### config.mk
export PLATFORM = sky130hd
export DESIGN_NAME = icache_maint_ctrl
export DESIGN_NICKNAME = d
export VERILOG_FILES = /design/src/rtl/icm_pkg.sv /design/src/rtl/icm_parity.sv /design/src/rtl/icm_tag_store.sv /design/src/rtl/icm_line_store.sv /design/src/rtl/icm_ctrl.sv /design/src/rtl/icache_maint_ctrl.sv
export SDC_FILE = /design/constraint.sdc
export NUM_CORES = 2
export LEC_CHECK = 0
export ABC_CLOCK_PERIOD_IN_PS = 21400
export BUFFER_PORTS_ARGS = -buffer_cell sky130_fd_sc_hd__buf_2
export CORE_UTILIZATION = 25
export CTS_BUF_LIST = sky130_fd_sc_hd__clkbuf_16
export DETAILED_ROUTE_END_ITERATION = 8
export SYNTH_ARGS = -nofsm -noshare
export SYNTH_HDL_FRONTEND = slang
export SYNTH_SLANG_ARGS = --single-unit
### constraint.sdc
create_clock -name clk -period 21.4 [get_ports clk]
set_clock_uncertainty 0.2 [all_clocks]
set_input_delay 1.07 -clock clk [delete_from_list [all_inputs] [get_ports clk]]
set_output_delay 1.07 -clock clk [all_outputs]
set_load 0.01 [all_outputs]
### src/rtl/icm_pkg.sv
// Package: shared constants for the instruction cache maintenance controller.
// Assumes a 3-bit operation code and 32-bit software registers.
package icm_pkg;
    localparam logic [2:0] OPC_IDX_INV   = 3'd0;
    localparam logic [2:0] OPC_IDX_LDTAG = 3'd1;
    localparam logic [2:0] OPC_IDX_STTAG = 3'd2;
    localparam logic [2:0] OPC_HIT_INV   = 3'd4;
    localparam logic [2:0] OPC_FILL      = 3'd5;
    localparam logic [2:0] OPC_HIT_WB    = 3'd6;

    localparam logic [1:0] SEL_TAGLO = 2'd0;
    localparam logic [1:0] SEL_TAGHI = 2'd1;
    localparam logic [1:0] SEL_ECC   = 2'd2;

    localparam int REG_W          = 32;
    localparam int TAGLO_VALID    = 31;
    localparam int TAGLO_TAG_BITS = 24;

    typedef enum logic [1:0] {
        ST_IDLE = 2'd0,
        ST_FILL = 2'd1,
        ST_WB   = 2'd2
    } icm_state_e;
endpackage

### src/rtl/icm_parity.sv
// Module: per-byte even-parity generator.
// Output bit i is the XOR of byte i of the input; DATA_W is a multiple of 8.
module icm_parity #(
    parameter int DATA_W = 64,
    localparam int PAR_W = DATA_W / 8
) (
    input  logic [DATA_W-1:0] data,
    output logic [PAR_W-1:0]  par
);
    for (genvar b = 0; b < PAR_W; b++) begin : g_byte
        // Reduce one byte to its parity bit.
        assign par[b] = ^data[8*b +: 8];
    end
endmodule

### src/rtl/icm_tag_store.sv
// Module: tag and valid storage for a direct-mapped cache, one entry per line.
// Read is combinational; one synchronous write port; reset clears all entries.
module icm_tag_store #(
    parameter int IDX_W = 3,
    parameter int TAG_W = 28,
    localparam int LINES = 1 << IDX_W
) (
    input  logic             clk,
    input  logic             rst_n,
    input  logic [IDX_W-1:0] rd_idx,
    output logic             rd_valid,
    output logic [TAG_W-1:0] rd_tag,
    input  logic             wr_en,
    input  logic [IDX_W-1:0] wr_idx,
    input  logic             wr_valid,
    input  logic [TAG_W-1:0] wr_tag
);
    logic [LINES-1:0] valid_q;
    logic [TAG_W-1:0] tag_q [LINES];

    for (genvar l = 0; l < LINES; l++) begin : g_line
        // Update one line's entry when it is the write target.
        always_ff @(posedge clk) begin
            if (!rst_n) begin
                valid_q[l] <= 1'b0;
                tag_q[l]   <= '0;
            end else if (wr_en && wr_idx == IDX_W'(l)) begin
                valid_q[l] <= wr_valid;
                tag_q[l]   <= wr_tag;
            end
        end
    end

    // Present the indexed entry.
    always_comb begin
        rd_valid = valid_q[rd_idx];
        rd_tag   = tag_q[rd_idx];
    end
endmodule

### src/rtl/icm_line_store.sv
// Module: line data and check-bit storage, addressed by line index and doubleword.
// Read is combinational; one synchronous write port; reset clears contents.
module icm_line_store #(
    parameter int IDX_W  = 3,
    parameter int DW_W   = 2,
    parameter int DATA_W = 64,
    localparam int PAR_W   = DATA_W / 8,
    localparam int ENTRIES = 1 << (IDX_W + DW_W)
) (
    input  logic              clk,
    input  logic              rst_n,
    input  logic [IDX_W-1:0]  rd_idx,
    input  logic [DW_W-1:0]   rd_dw,
    output logic [DATA_W-1:0] rd_data,
    output logic [PAR_W-1:0]  rd_par,
    input  logic              wr_en,
    input  logic [IDX_W-1:0]  wr_idx,
    input  logic [DW_W-1:0]   wr_dw,
    input  logic [DATA_W-1:0] wr_data,
    input  logic [PAR_W-1:0]  wr_par
);
    logic [DATA_W-1:0] data_q [ENTRIES];
    logic [PAR_W-1:0]  par_q  [ENTRIES];

    logic [IDX_W+DW_W-1:0] rd_ent;
    logic [IDX_W+DW_W-1:0] wr_ent;

    assign rd_ent = {rd_idx, rd_dw};
    assign wr_ent = {wr_idx, wr_dw};

    for (genvar e = 0; e < ENTRIES; e++) begin : g_ent
        // Store one doubleword and its check bits.
        always_ff @(posedge clk) begin
            if (!rst_n) begin
                data_q[e] <= '0;
                par_q[e]  <= '0;
            end else if (wr_en && wr_ent == (IDX_W+DW_W)'(e)) begin
                data_q[e] <= wr_data;
                par_q[e]  <= wr_par;
            end
        end
    end

    // Present the addressed doubleword.
    always_comb begin
        rd_data = data_q[rd_ent];
        rd_par  = par_q[rd_ent];
    end
endmodule

### src/rtl/icm_ctrl.sv
// Module: sequencer for cache maintenance operations.
// Decodes the code, runs index and hit operations in one cycle and fill or
// write-back over the memory port; owns the software registers.
// Assumes TAG_W exceeds the 24 tag bits kept in the tag-low register.
module icm_ctrl
    import icm_pkg::*;
#(
    parameter int ADDR_W = 36,
    parameter int IDX_W  = 3,
    parameter int DW_W   = 2,
    parameter int DATA_W = 64,
    localparam int PAR_W   = DATA_W / 8,
    localparam int OFF_W   = DW_W + 3,
    localparam int TAG_W   = ADDR_W - OFF_W - IDX_W,
    localparam int BASE_W  = ADDR_W - OFF_W,
    localparam int TAGHI_W = TAG_W - TAGLO_TAG_BITS
) (
    input  logic              clk,
    input  logic              rst_n,
    input  logic              op_valid,
    input  logic [2:0]        op_code,
    input  logic [ADDR_W-1:0] op_addr,
    input  logic              status_ce,
    input  logic              sw_wr,
    input  logic [1:0]        sw_sel,
    input  logic [REG_W-1:0]  sw_wdata,
    output logic [REG_W-1:0]  taglo,
    output logic [REG_W-1:0]  taghi,
    output logic [PAR_W-1:0]  ecc,
    output logic              busy,
    output logic              done,
    output logic              illegal_op,
    output logic              mem_req,
    output logic              mem_we,
    output logic [ADDR_W-1:0] mem_addr,
    output logic [DATA_W-1:0] mem_wdata,
    input  logic [DATA_W-1:0] mem_rdata,
    input  logic              mem_ack,
    input  logic [PAR_W-1:0]  rdata_par,
    output logic [IDX_W-1:0]  tag_rd_idx,
    input  logic              tag_rd_valid,
    input  logic [TAG_W-1:0]  tag_rd_tag,
    output logic              tag_wr_en,
    output logic [IDX_W-1:0]  tag_wr_idx,
    output logic              tag_wr_valid,
    output logic [TAG_W-1:0]  tag_wr_tag,
    output logic [IDX_W-1:0]  ln_rd_idx,
    output logic [DW_W-1:0]   ln_rd_dw,
    input  logic [DATA_W-1:0] ln_rd_data,
    input  logic [PAR_W-1:0]  ln_rd_par,
    output logic              ln_wr_en,
    output logic [IDX_W-1:0]  ln_wr_idx,
    output logic [DW_W-1:0]   ln_wr_dw,
    output logic [DATA_W-1:0] ln_wr_data,
    output logic [PAR_W-1:0]  ln_wr_par
);
    localparam logic [DW_W-1:0] DW_LAST = {DW_W{1'b1}};

    icm_state_e        state_q;
    logic [DW_W-1:0]   cnt_q;
    logic [BASE_W-1:0] base_q;
    logic [DW_W-1:0]   sel_dw_q;
    logic              ce_q;
    logic              done_q;
    logic              illegal_q;
    logic [REG_W-1:0]  taglo_q;
    logic [REG_W-1:0]  taghi_q;
    logic [PAR_W-1:0]  ecc_q;

    logic [TAG_W-1:0]  op_tag;
    logic [IDX_W-1:0]  op_idx;
    logic [DW_W-1:0]   op_dw;
    logic [IDX_W-1:0]  cur_idx;
    logic [TAG_W-1:0]  cur_tag;
    logic              accept;
    logic              hit;
    logic              last_beat;
    logic [REG_W-1:0]  taglo_img;
    logic [REG_W-1:0]  taghi_img;

    assign op_tag    = op_addr[ADDR_W-1 -: TAG_W];
    assign op_idx    = op_addr[OFF_W +: IDX_W];
    assign op_dw     = op_addr[3 +: DW_W];
    assign cur_idx   = base_q[IDX_W-1:0];
    assign cur_tag   = base_q[BASE_W-1 -: TAG_W];
    assign accept    = op_valid && (state_q == ST_IDLE);
    assign hit       = tag_rd_valid && (tag_rd_tag == op_tag);
    assign last_beat = mem_ack && (cnt_q == DW_LAST);

    // Build the register images of the indexed tag for a tag read.
    always_comb begin
        taglo_img = '0;
        taglo_img[TAGLO_VALID] = tag_rd_valid;
        taglo_img[TAGLO_TAG_BITS-1:0] = tag_rd_tag[TAGLO_TAG_BITS-1:0];
        taghi_img = '0;
        taghi_img[TAGHI_W-1:0] = tag_rd_tag[TAG_W-1 -: TAGHI_W];
    end

    // Select the tag array write for the accepted operation or a finished fill.
    always_comb begin
        tag_rd_idx   = op_idx;
        tag_wr_en    = 1'b0;
        tag_wr_idx   = op_idx;
        tag_wr_valid = 1'b0;
        tag_wr_tag   = tag_rd_tag;
        if (accept) begin
            case (op_code)
                OPC_IDX_INV: tag_wr_en = 1'b1;
                OPC_HIT_INV: tag_wr_en = hit;
                OPC_IDX_STTAG: begin
                    tag_wr_en    = 1'b1;
                    tag_wr_valid = taglo_q[TAGLO_VALID];
                    tag_wr_tag   = {taghi_q[TAGHI_W-1:0], taglo_q[TAGLO_TAG_BITS-1:0]};
                end
                default: tag_wr_en = 1'b0;
            endcase
        end else if (state_q == ST_FILL && last_beat) begin
            tag_wr_en    = 1'b1;
            tag_wr_idx   = cur_idx;
            tag_wr_valid = 1'b1;
            tag_wr_tag   = cur_tag;
        end
    end

    // Drive the line array ports: fill writes, write-back and tag-read reads.
    always_comb begin
        ln_wr_en   = (state_q == ST_FILL) && mem_ack;
        ln_wr_idx  = cur_idx;
        ln_wr_dw   = cnt_q;
        ln_wr_data = mem_rdata;
        ln_wr_par  = (ce_q && cnt_q == sel_dw_q) ? ecc_q : rdata_par;
        if (state_q == ST_WB) begin
            ln_rd_idx = cur_idx;
            ln_rd_dw  = cnt_q;
        end else begin
            ln_rd_idx = op_idx;
            ln_rd_dw  = op_dw;
        end
    end

    // Drive the memory port from the transfer state.
    always_comb begin
        mem_req   = (state_q != ST_IDLE);
        mem_we    = (state_q == ST_WB);
        mem_addr  = {base_q, cnt_q, 3'b000};
        mem_wdata = ln_rd_data;
    end

    // Sequence operations and hold the software registers.
    always_ff @(posedge clk) begin
        if (!rst_n) begin
            state_q   <= ST_IDLE;
            cnt_q     <= '0;
            base_q    <= '0;
            sel_dw_q  <= '0;
            ce_q      <= 1'b0;
            done_q    <= 1'b0;
            illegal_q <= 1'b0;
            taglo_q   <= '0;
            taghi_q   <= '0;
            ecc_q     <= '0;
        end else begin
            done_q    <= 1'b0;
            illegal_q <= 1'b0;
            if (sw_wr) begin
                case (sw_sel)
                    SEL_TAGLO: taglo_q <= sw_wdata;
                    SEL_TAGHI: taghi_q <= sw_wdata;
                    SEL_ECC:   ecc_q   <= sw_wdata[PAR_W-1:0];
                    default:   ;
                endcase
            end
            case (state_q)
                ST_IDLE: begin
                    if (accept) begin
                        case (op_code)
                            OPC_IDX_INV, OPC_IDX_STTAG, OPC_HIT_INV: done_q <= 1'b1;
                            OPC_IDX_LDTAG: begin
                                taglo_q <= taglo_img;
                                taghi_q <= taghi_img;
                                ecc_q   <= ln_rd_par;
                                done_q  <= 1'b1;
                            end
                            OPC_FILL: begin
                                base_q   <= op_addr[ADDR_W-1:OFF_W];
                                cnt_q    <= '0;
                                sel_dw_q <= op_dw;
                                ce_q     <= status_ce;
                                state_q  <= ST_FILL;
                            end
                            OPC_HIT_WB: begin
                                if (hit) begin
                                    base_q  <= op_addr[ADDR_W-1:OFF_W];
                                    cnt_q   <= '0;
                                    state_q <= ST_WB;
                                end else begin
                                    done_q <= 1'b1;
                                end
                            end
                            default: begin
                                done_q    <= 1'b1;
                                illegal_q <= 1'b1;
                            end
                        endcase
                    end
                end
                ST_FILL, ST_WB: begin
                    if (last_beat) begin
                        state_q <= ST_IDLE;
                        done_q  <= 1'b1;
                    end else if (mem_ack) begin
                        cnt_q <= cnt_q + 1'b1;
                    end
                end
                default: state_q <= ST_IDLE;
            endcase
        end
    end

    assign taglo      = taglo_q;
    assign taghi      = taghi_q;
    assign ecc        = ecc_q;
    assign busy       = (state_q != ST_IDLE);
    assign done       = done_q;
    assign illegal_op = illegal_q;
endmodule

### src/rtl/icache_maint_ctrl.sv
// Module: top of the instruction cache maintenance controller.
// Connects sequencer, tag array, line array and the parity generator used
// on fill data. Memory is a doubleword request/acknowledge port.
module icache_maint_ctrl
    import icm_pkg::*;
#(
    parameter int ADDR_W = 36,
    parameter int IDX_W  = 3,
    parameter int DW_W   = 2,
    parameter int DATA_W = 64,
    localparam int PAR_W = DATA_W / 8,
    localparam int OFF_W = DW_W + 3,
    localparam int TAG_W = ADDR_W - OFF_W - IDX_W
) (
    input  logic              clk,
    input  logic              rst_n,
    input  logic              op_valid,
    input  logic [2:0]        op_code,
    input  logic [ADDR_W-1:0] op_addr,
    input  logic              status_ce,
    input  logic              sw_wr,
    input  logic [1:0]        sw_sel,
    input  logic [REG_W-1:0]  sw_wdata,
    output logic [REG_W-1:0]  taglo,
    output logic [REG_W-1:0]  taghi,
    output logic [PAR_W-1:0]  ecc,
    output logic              busy,
    output logic              done,
    output logic              illegal_op,
    output logic              mem_req,
    output logic              mem_we,
    output logic [ADDR_W-1:0] mem_addr,
    output logic [DATA_W-1:0] mem_wdata,
    input  logic [DATA_W-1:0] mem_rdata,
    input  logic              mem_ack
);
    logic [PAR_W-1:0]  rdata_par;
    logic [IDX_W-1:0]  tag_rd_idx;
    logic              tag_rd_valid;
    logic [TAG_W-1:0]  tag_rd_tag;
    logic              tag_wr_en;
    logic [IDX_W-1:0]  tag_wr_idx;
    logic              tag_wr_valid;
    logic [TAG_W-1:0]  tag_wr_tag;
    logic [IDX_W-1:0]  ln_rd_idx;
    logic [DW_W-1:0]   ln_rd_dw;
    logic [DATA_W-1:0] ln_rd_data;
    logic [PAR_W-1:0]  ln_rd_par;
    logic              ln_wr_en;
    logic [IDX_W-1:0]  ln_wr_idx;
    logic [DW_W-1:0]   ln_wr_dw;
    logic [DATA_W-1:0] ln_wr_data;
    logic [PAR_W-1:0]  ln_wr_par;

    icm_parity #(.DATA_W(DATA_W)) u_par (
        .data (mem_rdata),
        .par  (rdata_par)
    );

    icm_tag_store #(.IDX_W(IDX_W), .TAG_W(TAG_W)) u_tags (
        .clk      (clk),
        .rst_n    (rst_n),
        .rd_idx   (tag_rd_idx),
        .rd_valid (tag_rd_valid),
        .rd_tag   (tag_rd_tag),
        .wr_en    (tag_wr_en),
        .wr_idx   (tag_wr_idx),
        .wr_valid (tag_wr_valid),
        .wr_tag   (tag_wr_tag)
    );

    icm_line_store #(.IDX_W(IDX_W), .DW_W(DW_W), .DATA_W(DATA_W)) u_lines (
        .clk     (clk),
        .rst_n   (rst_n),
        .rd_idx  (ln_rd_idx),
        .rd_dw   (ln_rd_dw),
        .rd_data (ln_rd_data),
        .rd_par  (ln_rd_par),
        .wr_en   (ln_wr_en),
        .wr_idx  (ln_wr_idx),
        .wr_dw   (ln_wr_dw),
        .wr_data (ln_wr_data),
        .wr_par  (ln_wr_par)
    );

    icm_ctrl #(.ADDR_W(ADDR_W), .IDX_W(IDX_W), .DW_W(DW_W), .DATA_W(DATA_W)) u_ctrl (
        .clk          (clk),
        .rst_n        (rst_n),
        .op_valid     (op_valid),
        .op_code      (op_code),
        .op_addr      (op_addr),
        .status_ce    (status_ce),
        .sw_wr        (sw_wr),
        .sw_sel       (sw_sel),
        .sw_wdata     (sw_wdata),
        .taglo        (taglo),
        .taghi        (taghi),
        .ecc          (ecc),
        .busy         (busy),
        .done         (done),
        .illegal_op   (illegal_op),
        .mem_req      (mem_req),
        .mem_we       (mem_we),
        .mem_addr     (mem_addr),
        .mem_wdata    (mem_wdata),
        .mem_rdata    (mem_rdata),
        .mem_ack      (mem_ack),
        .rdata_par    (rdata_par),
        .tag_rd_idx   (tag_rd_idx),
        .tag_rd_valid (tag_rd_valid),
        .tag_rd_tag   (tag_rd_tag),
        .tag_wr_en    (tag_wr_en),
        .tag_wr_idx   (tag_wr_idx),
        .tag_wr_valid (tag_wr_valid),
        .tag_wr_tag   (tag_wr_tag),
        .ln_rd_idx    (ln_rd_idx),
        .ln_rd_dw     (ln_rd_dw),
        .ln_rd_data   (ln_rd_data),
        .ln_rd_par    (ln_rd_par),
        .ln_wr_en     (ln_wr_en),
        .ln_wr_idx    (ln_wr_idx),
        .ln_wr_dw     (ln_wr_dw),
        .ln_wr_data   (ln_wr_data),
        .ln_wr_par    (ln_wr_par)
    );
endmodule

# Word level (Yosys, flattened, before mapping)
# Memory sizes are Yosys's and may differ from the RTL's.
# Cells that the tools add are included.
dict set report word_totals {
  mem_count 3
  output_inout_bits 177
  wordCells 464
  register_bits 120
  mem_bits_rw 2528
  inputBits 143
}
dict set report classes {
  n_bitwise 72
  n_addsub 1
  magnitude_cmp 1
  n_reduce_logical 70
  eq_ne 57
  muxes 242
}
# memory words width read_ports rd_clocked_by_memory_dff wr line_no
set memory_table {}
lappend memory_table {u_lines.data_q 32 64 1 0 32 icm_line_store.sv:22} ;# logic [DATA_W-1:0] data_q [ENTRIES];
lappend memory_table {u_lines.par_q 32 8 1 0 32 icm_line_store.sv:23} ;# logic [PAR_W-1:0] par_q [ENTRIES];
lappend memory_table {u_tags.tag_q 8 28 1 0 8 icm_tag_store.sv:19} ;# logic [TAG_W-1:0] tag_q [LINES];
# operator count
set op_table {}
lappend op_table {{two-way mux 64 bit} 32}
lappend op_table {{two-way mux 32 bit} 10}
lappend op_table {{two-way mux 28 bit} 11}
lappend op_table {{two-way mux 8 bit} 38}
lappend op_table {{two-way mux 1 bit} 130}
lappend op_table {{equality test 5 bit (second input constant)} 16}
lappend op_table {{OR 1 bit} 72}
lappend op_table {{XOR reduction 8 bit} 8}
lappend op_table {{case mux 31 bit (2 select lines)} 1}
lappend op_table {{logical AND 1 bit} 46}
lappend op_table {{equality test 5 x 4 -> 1 bit (second input constant)} 8}
lappend op_table {{two-way mux 31 bit} 1}
lappend op_table {{equality test 28 bit} 1}
lappend op_table {{equality test 3 bit (second input constant)} 7}
lappend op_table {{equality test 5 x 3 -> 1 bit (second input constant)} 4}
lappend op_table {{two-way mux 2 bit} 8}
lappend op_table {{case mux 2 bit (2 select lines)} 4}
lappend op_table {{equality test 5 x 2 -> 1 bit (second input constant)} 2}
lappend op_table {{equality test 3 x 2 -> 1 bit (second input constant)} 3}
lappend op_table {{two-way mux 3 bit} 3}
lappend op_table {{AND reduction 4 bit} 2}
lappend op_table {{equality test 2 bit (second input constant)} 3}
lappend op_table {{equality test 3 x 1 -> 1 bit (second input constant)} 2}
lappend op_table {{zero test 3 bit} 2}
lappend op_table {{other kinds (18)} 29}

# Logic depth before layout (Yosys ltp)
dict set report depth {
  depth_word 11
  depth_mapped 13
  depth_no_buf 9
}

# Hierarchy
# A second synthesis with hierarchy kept.
dict set report hier_totals {
  cells_unflattened 7985
  hier_area_um2 120571.9
}
# module cells_per_inst n_inst area_each_um2 seq_area_each_um2
set by_module_without_submodules {}
lappend by_module_without_submodules {icm_line_store 6435 1 102739.8 69186.4}
lappend by_module_without_submodules {icm_tag_store 628 1 10586.4 6886.6}
lappend by_module_without_submodules {icm_ctrl 866 1 6755.2 2242.2}
lappend by_module_without_submodules {icm_parity 56 1 490.5 0.0}

# Least setup slack after synthesis
# Ideal clock, no wire load.
dict set report synth_path {
  path_kind {input to register}
  startpoint {input mem_ack}
  endpoint {memory u_lines.data_q[5][0], enable pin}
  setup_slack_ps 13794
  setup_ps 602
  arrival_time_ps 6804
  cell_stages 4
  n_path_buf 2
  required_time_ps 20598
  path_cell_list {clkbuf_1 nand3_1 clkbuf_1 o21ai_0}
}
# element line_no
set synth_lines {}
lappend synth_lines {{start, declared} icache_maint_ctrl.sv:35} ;# input logic mem_ack
lappend synth_lines {{end, declared} icm_line_store.sv:22}

# Worst setup path after layout
dict set report layout_path {
  startpoint {register u_ctrl.state_q[0]}
  endpoint {output mem_wdata[33]}
}
dict set report layout_between {
  elab_chain_cells 3
  word_cells_on_any_way 4
  cone_classes {eq/ne: 1; mux: 2; memory: 1}
}
# element line_no
set layout_rtl {}
lappend layout_rtl {{start, declared} icm_ctrl.sv:59} ;# icm_state_e state_q;
lappend layout_rtl {{start signal, assigned} icm_ctrl.sv:152} ;# state_q <= ST_IDLE;
lappend layout_rtl {{start signal, assigned} icm_ctrl.sv:189} ;# state_q <= ST_FILL;
lappend layout_rtl {{start signal, assigned} icm_ctrl.sv:195} ;# state_q <= ST_WB;
lappend layout_rtl {{equality test 2 bit *} icm_ctrl.sv:132} ;# if (state_q == ST_WB) begin
lappend layout_rtl {{two-way mux 2 bit or two-way mux 3 bit (tied branches)} icm_ctrl.sv:132}
lappend layout_rtl {{memory (32 x 64 bit) *} --}
lappend layout_rtl {{end, declared} icache_maint_ctrl.sv:33} ;# output logic [DATA_W-1:0] mem_wdata,
# Every way passes the cells marked *; elsewhere a longest branch is shown, timed or not.

==> flow_metrics.tcl <==
set metrics [dict create \
    io_buffers 313 \
    syn_inst 8717 \
    tightest_slew_ns 1.348 \
    cts_hold_buffers 0 \
    clockRootBuffer "clkbuf_16" \
    dieWidth_um 699.4 \
    cts-resized-gates 0 \
    rr_endpoint "u_tags.tag_q[1][10]" \
    synthesis.area_um2 121600 \
    drtIter0Drc 8319 \
    setup.worst_path.class "flip-flop to output port" \
    r2r_slack_ns 15.50 \
    hold_end "u_ctrl.taglo[28]" \
    grt_pass1_vias 72800 \
    antenna_left 0 \
    ioPinCount 320 \
    ys_seq_area_share_pct 64.40 \
    dpl_cell_area_um2 130700 \
    hold_depth 3 \
    tns_ns 0 \
    hp-class "input port to flip-flop" \
    route.detailed.wl_per_inst_um 24.69 \
    fp.dieH_um 699.4 \
    cts_sinks 2648 \
    area_delta_synth_final_pct 14.31 \
    min-delay-start "sw_wdata[28]" \
    drv_cap 0 \
    drv_slew 0 \
    grt.total_usage_pct 14.99 \
    grt_pass1_wl_um 540800 \
    crit_required_ns 20.13 \
    synth_cell_types 60 \
    fin_nets 8868 \
    routed_wl_um 379400 \
    final_util_pct 28.76 \
    reg2reg_from "u_tags.tag_q[6][22]" \
    cellPowerDensity_nw_per_um2 84.08 \
    avgSynthCellArea_um2 13.95 \
    place_congestion 0.8346 \
    rr_worst_depth 12 \
    ys_ff_latch 2648 \
    postLayoutCellArea_um2 139000 \
    cts_inserted_buffers 274 \
    period_minus_slack_ns 8.562 \
    leakagePower_nw 48.90 \
    vias 73280 \
    ir_worst_vdd_mv 0.06593 \
    synthFlopType "edfxtp_1" \
    post_cts_buffers 0 \
    cp-end-kind "output port" \
    dp_hpwl_um 212600 \
    initial_core_util_pct 25.16 \
    drive_gt1_share_pct 18.95 \
    synth_enable_flop_cells 2528 \
    slew_headroom_pct 9.911 \
    startpoint_type "flip-flop" \
    firstDrtPassIters 6 \
    synthArstFlopShare_pct 0 \
    clock.fmax_mhz 116.8 \
    setup_viol 0 \
    die-area_um2 489200 \
    htree_levels 5 \
    critical_path_arrival_ns 7.29 \
    crit_fanout 72 \
    clk_latency_ns 0.88 \
    rows 255 \
    antenna_found_initial 71 \
    hold_viol_final 0 \
    rsz0062_at_grt "no" \
    grt_overflow 0 \
    clk_pin_slew_ns 0.06 \
    drc_errors 0 \
    outcome "completed" \
    ys_warn_count 0 \
    coreArea_um2 483400 \
    clock_path_buffers 4 \
    period_share_pct 40.01 \
    cts_tree "yes" \
    grt_max_degree 114 \
    vias_per_cell 4.769 \
]
state kept, by name, summed over array words and instances (netlist names):
register,count
u_ctrl.sel_dw_q,2
u_tags.valid_q,8
u_ctrl.ecc,8
u_ctrl.state_q,2
u_ctrl.ln_wr_dw,2
u_lines.par_q,256
u_ctrl.illegal_op,1
u_ctrl.taglo,32
u_ctrl.done,1
u_ctrl.taghi,32
u_lines.data_q,2048
u_ctrl.ce_q,1
u_ctrl.base_q,31
u_tags.tag_q,224
through the flow:
stage / power (mW) / hold WS (ns) / instances / worst slack [ns]
2_1_floorplan: 6.752 / 0.2366 / 8719 / 13.79
3_3_place_gp: 7.240 / 0.2414 / 14870 / 13.34
3_5_place_dp: 7.250 / 0.2445 / 14870 / 13.36
4_1_cts: 11.76 / 0.1799 / 15330 / 12.53
5_1_grt: 12.01 / 0.2221 / 15350 / 12.24
6_report: 11.69 / 0.2359 / 15370 / 12.84
per-layer routing:
metal	part of all wire, %	global-route usage [%]	wire (µm)
met5	0.062	0	236
met2	49	25.72	187600
met4	3.7	5.663	14100
met1	39	18.79	147100
met3	8.0	2.669	30460
final cells by class:
type | count | area, µm²
clock buffers | 277 | 6932
well taps | 6425 | 8039
flip-flops and latches | 2648 | 78320
clock inverters | 190 | 1242
fillers | 48280 | 344400
diodes | 32 | 80.08
multi-input cells | 5231 | 40850
repair buffers | 549 | 3487
inverters | 13 | 48.80
layout by cell type, fill, tap and decap left out, drive strengths merged, types with 64 or more instances in the layout:
cell type,count
clkinv,99
inv,90
and3,73
a21oi,87
mux4,619
clkbuf,278
mux2i,64
nor2,357
nor3,145
o21ai,136
nand2,843
dfxtp,120
and2,2051
edfxtp,2528
nand3,411
buf,548
xnor2,77
nor3b,90
where the power goes:
part	switching, mW	internal, mW	total [mW]
logic	0.821	0.360	1.18
registers	0.0771	5.88	5.96
clock network	2.08	2.47	4.55
cells in the mapped netlist (all sizes together), types with 17 or more instances:
cell type  instances  area [µm²]
nand3            411        2057
xnor2             77       674.4
and2            2051       12830
clkbuf           695        2609
buf              132       651.9
mux2i             64       656.9
a21oi             87       439.2
nor3             145       725.7
o211ai            49       367.9
nor3b             90       925.9
nand2            843        3164
a311oi            17       148.9
o21ai            136       680.7
and3              73       456.7
mux4             619       13940
a211oi            39       292.8
a31oi             42       262.8
nand4             38       237.7
edfxtp          2528       75910
dfxtp            120        2402
nor2             357        1343
worst max-delay path, cell delays in order, from the launching register on:
cell     delay (ns)
dfxtp_1        0.33
inv_1          0.12
ha_1           0.74
mux2i_4        0.33
buf_4          0.51
buf_12         0.58
buf_4          0.82
buf_4          0.70
buf_4          0.68
mux4_2         0.58
nand2_1        0.08
nand3_1        0.11
nand3_1        0.18
o21ai_0        0.23
buf_2          0.25
how the worst max path moves through the flow:
stage | startpoint | end | slack (ns) | depth (start not counted)
after global placement | op_addr[6] | u_tags.tag_q[1][14] | 13.34 | 14
after detailed placement | op_addr[6] | u_tags.tag_q[1][14] | 13.36 | 14
after floorplan | mem_ack | u_lines.data_q[5][0] | 13.79 | 4
after CTS | u_ctrl.state_q[0] | mem_wdata[33] | 12.53 | 14
after global routing | u_ctrl.state_q[0] | mem_wdata[33] | 12.24 | 14
final | u_ctrl.state_q[0] | mem_wdata[33] | 12.84 | 14
cell families (layout without fill, tap and decap cells):
logic type               after synthesis  after routing  synth area share [%]
AO/OA/AOI/OAI                        409            409                 2.070
XOR/XNOR                              81             81                0.5834
adder cells (fa/ha/maj)                8              8               0.08232
buffers and inverters                840           1029                 2.722
flip-flops                          2648           2648                 64.40
multiplexers                         690            690                 12.07
other                                  1             35              0.003084
AND/OR/NAND/NOR                     4040           4040                 18.07
Note: power is estimated with default switching activity, not from simulation.
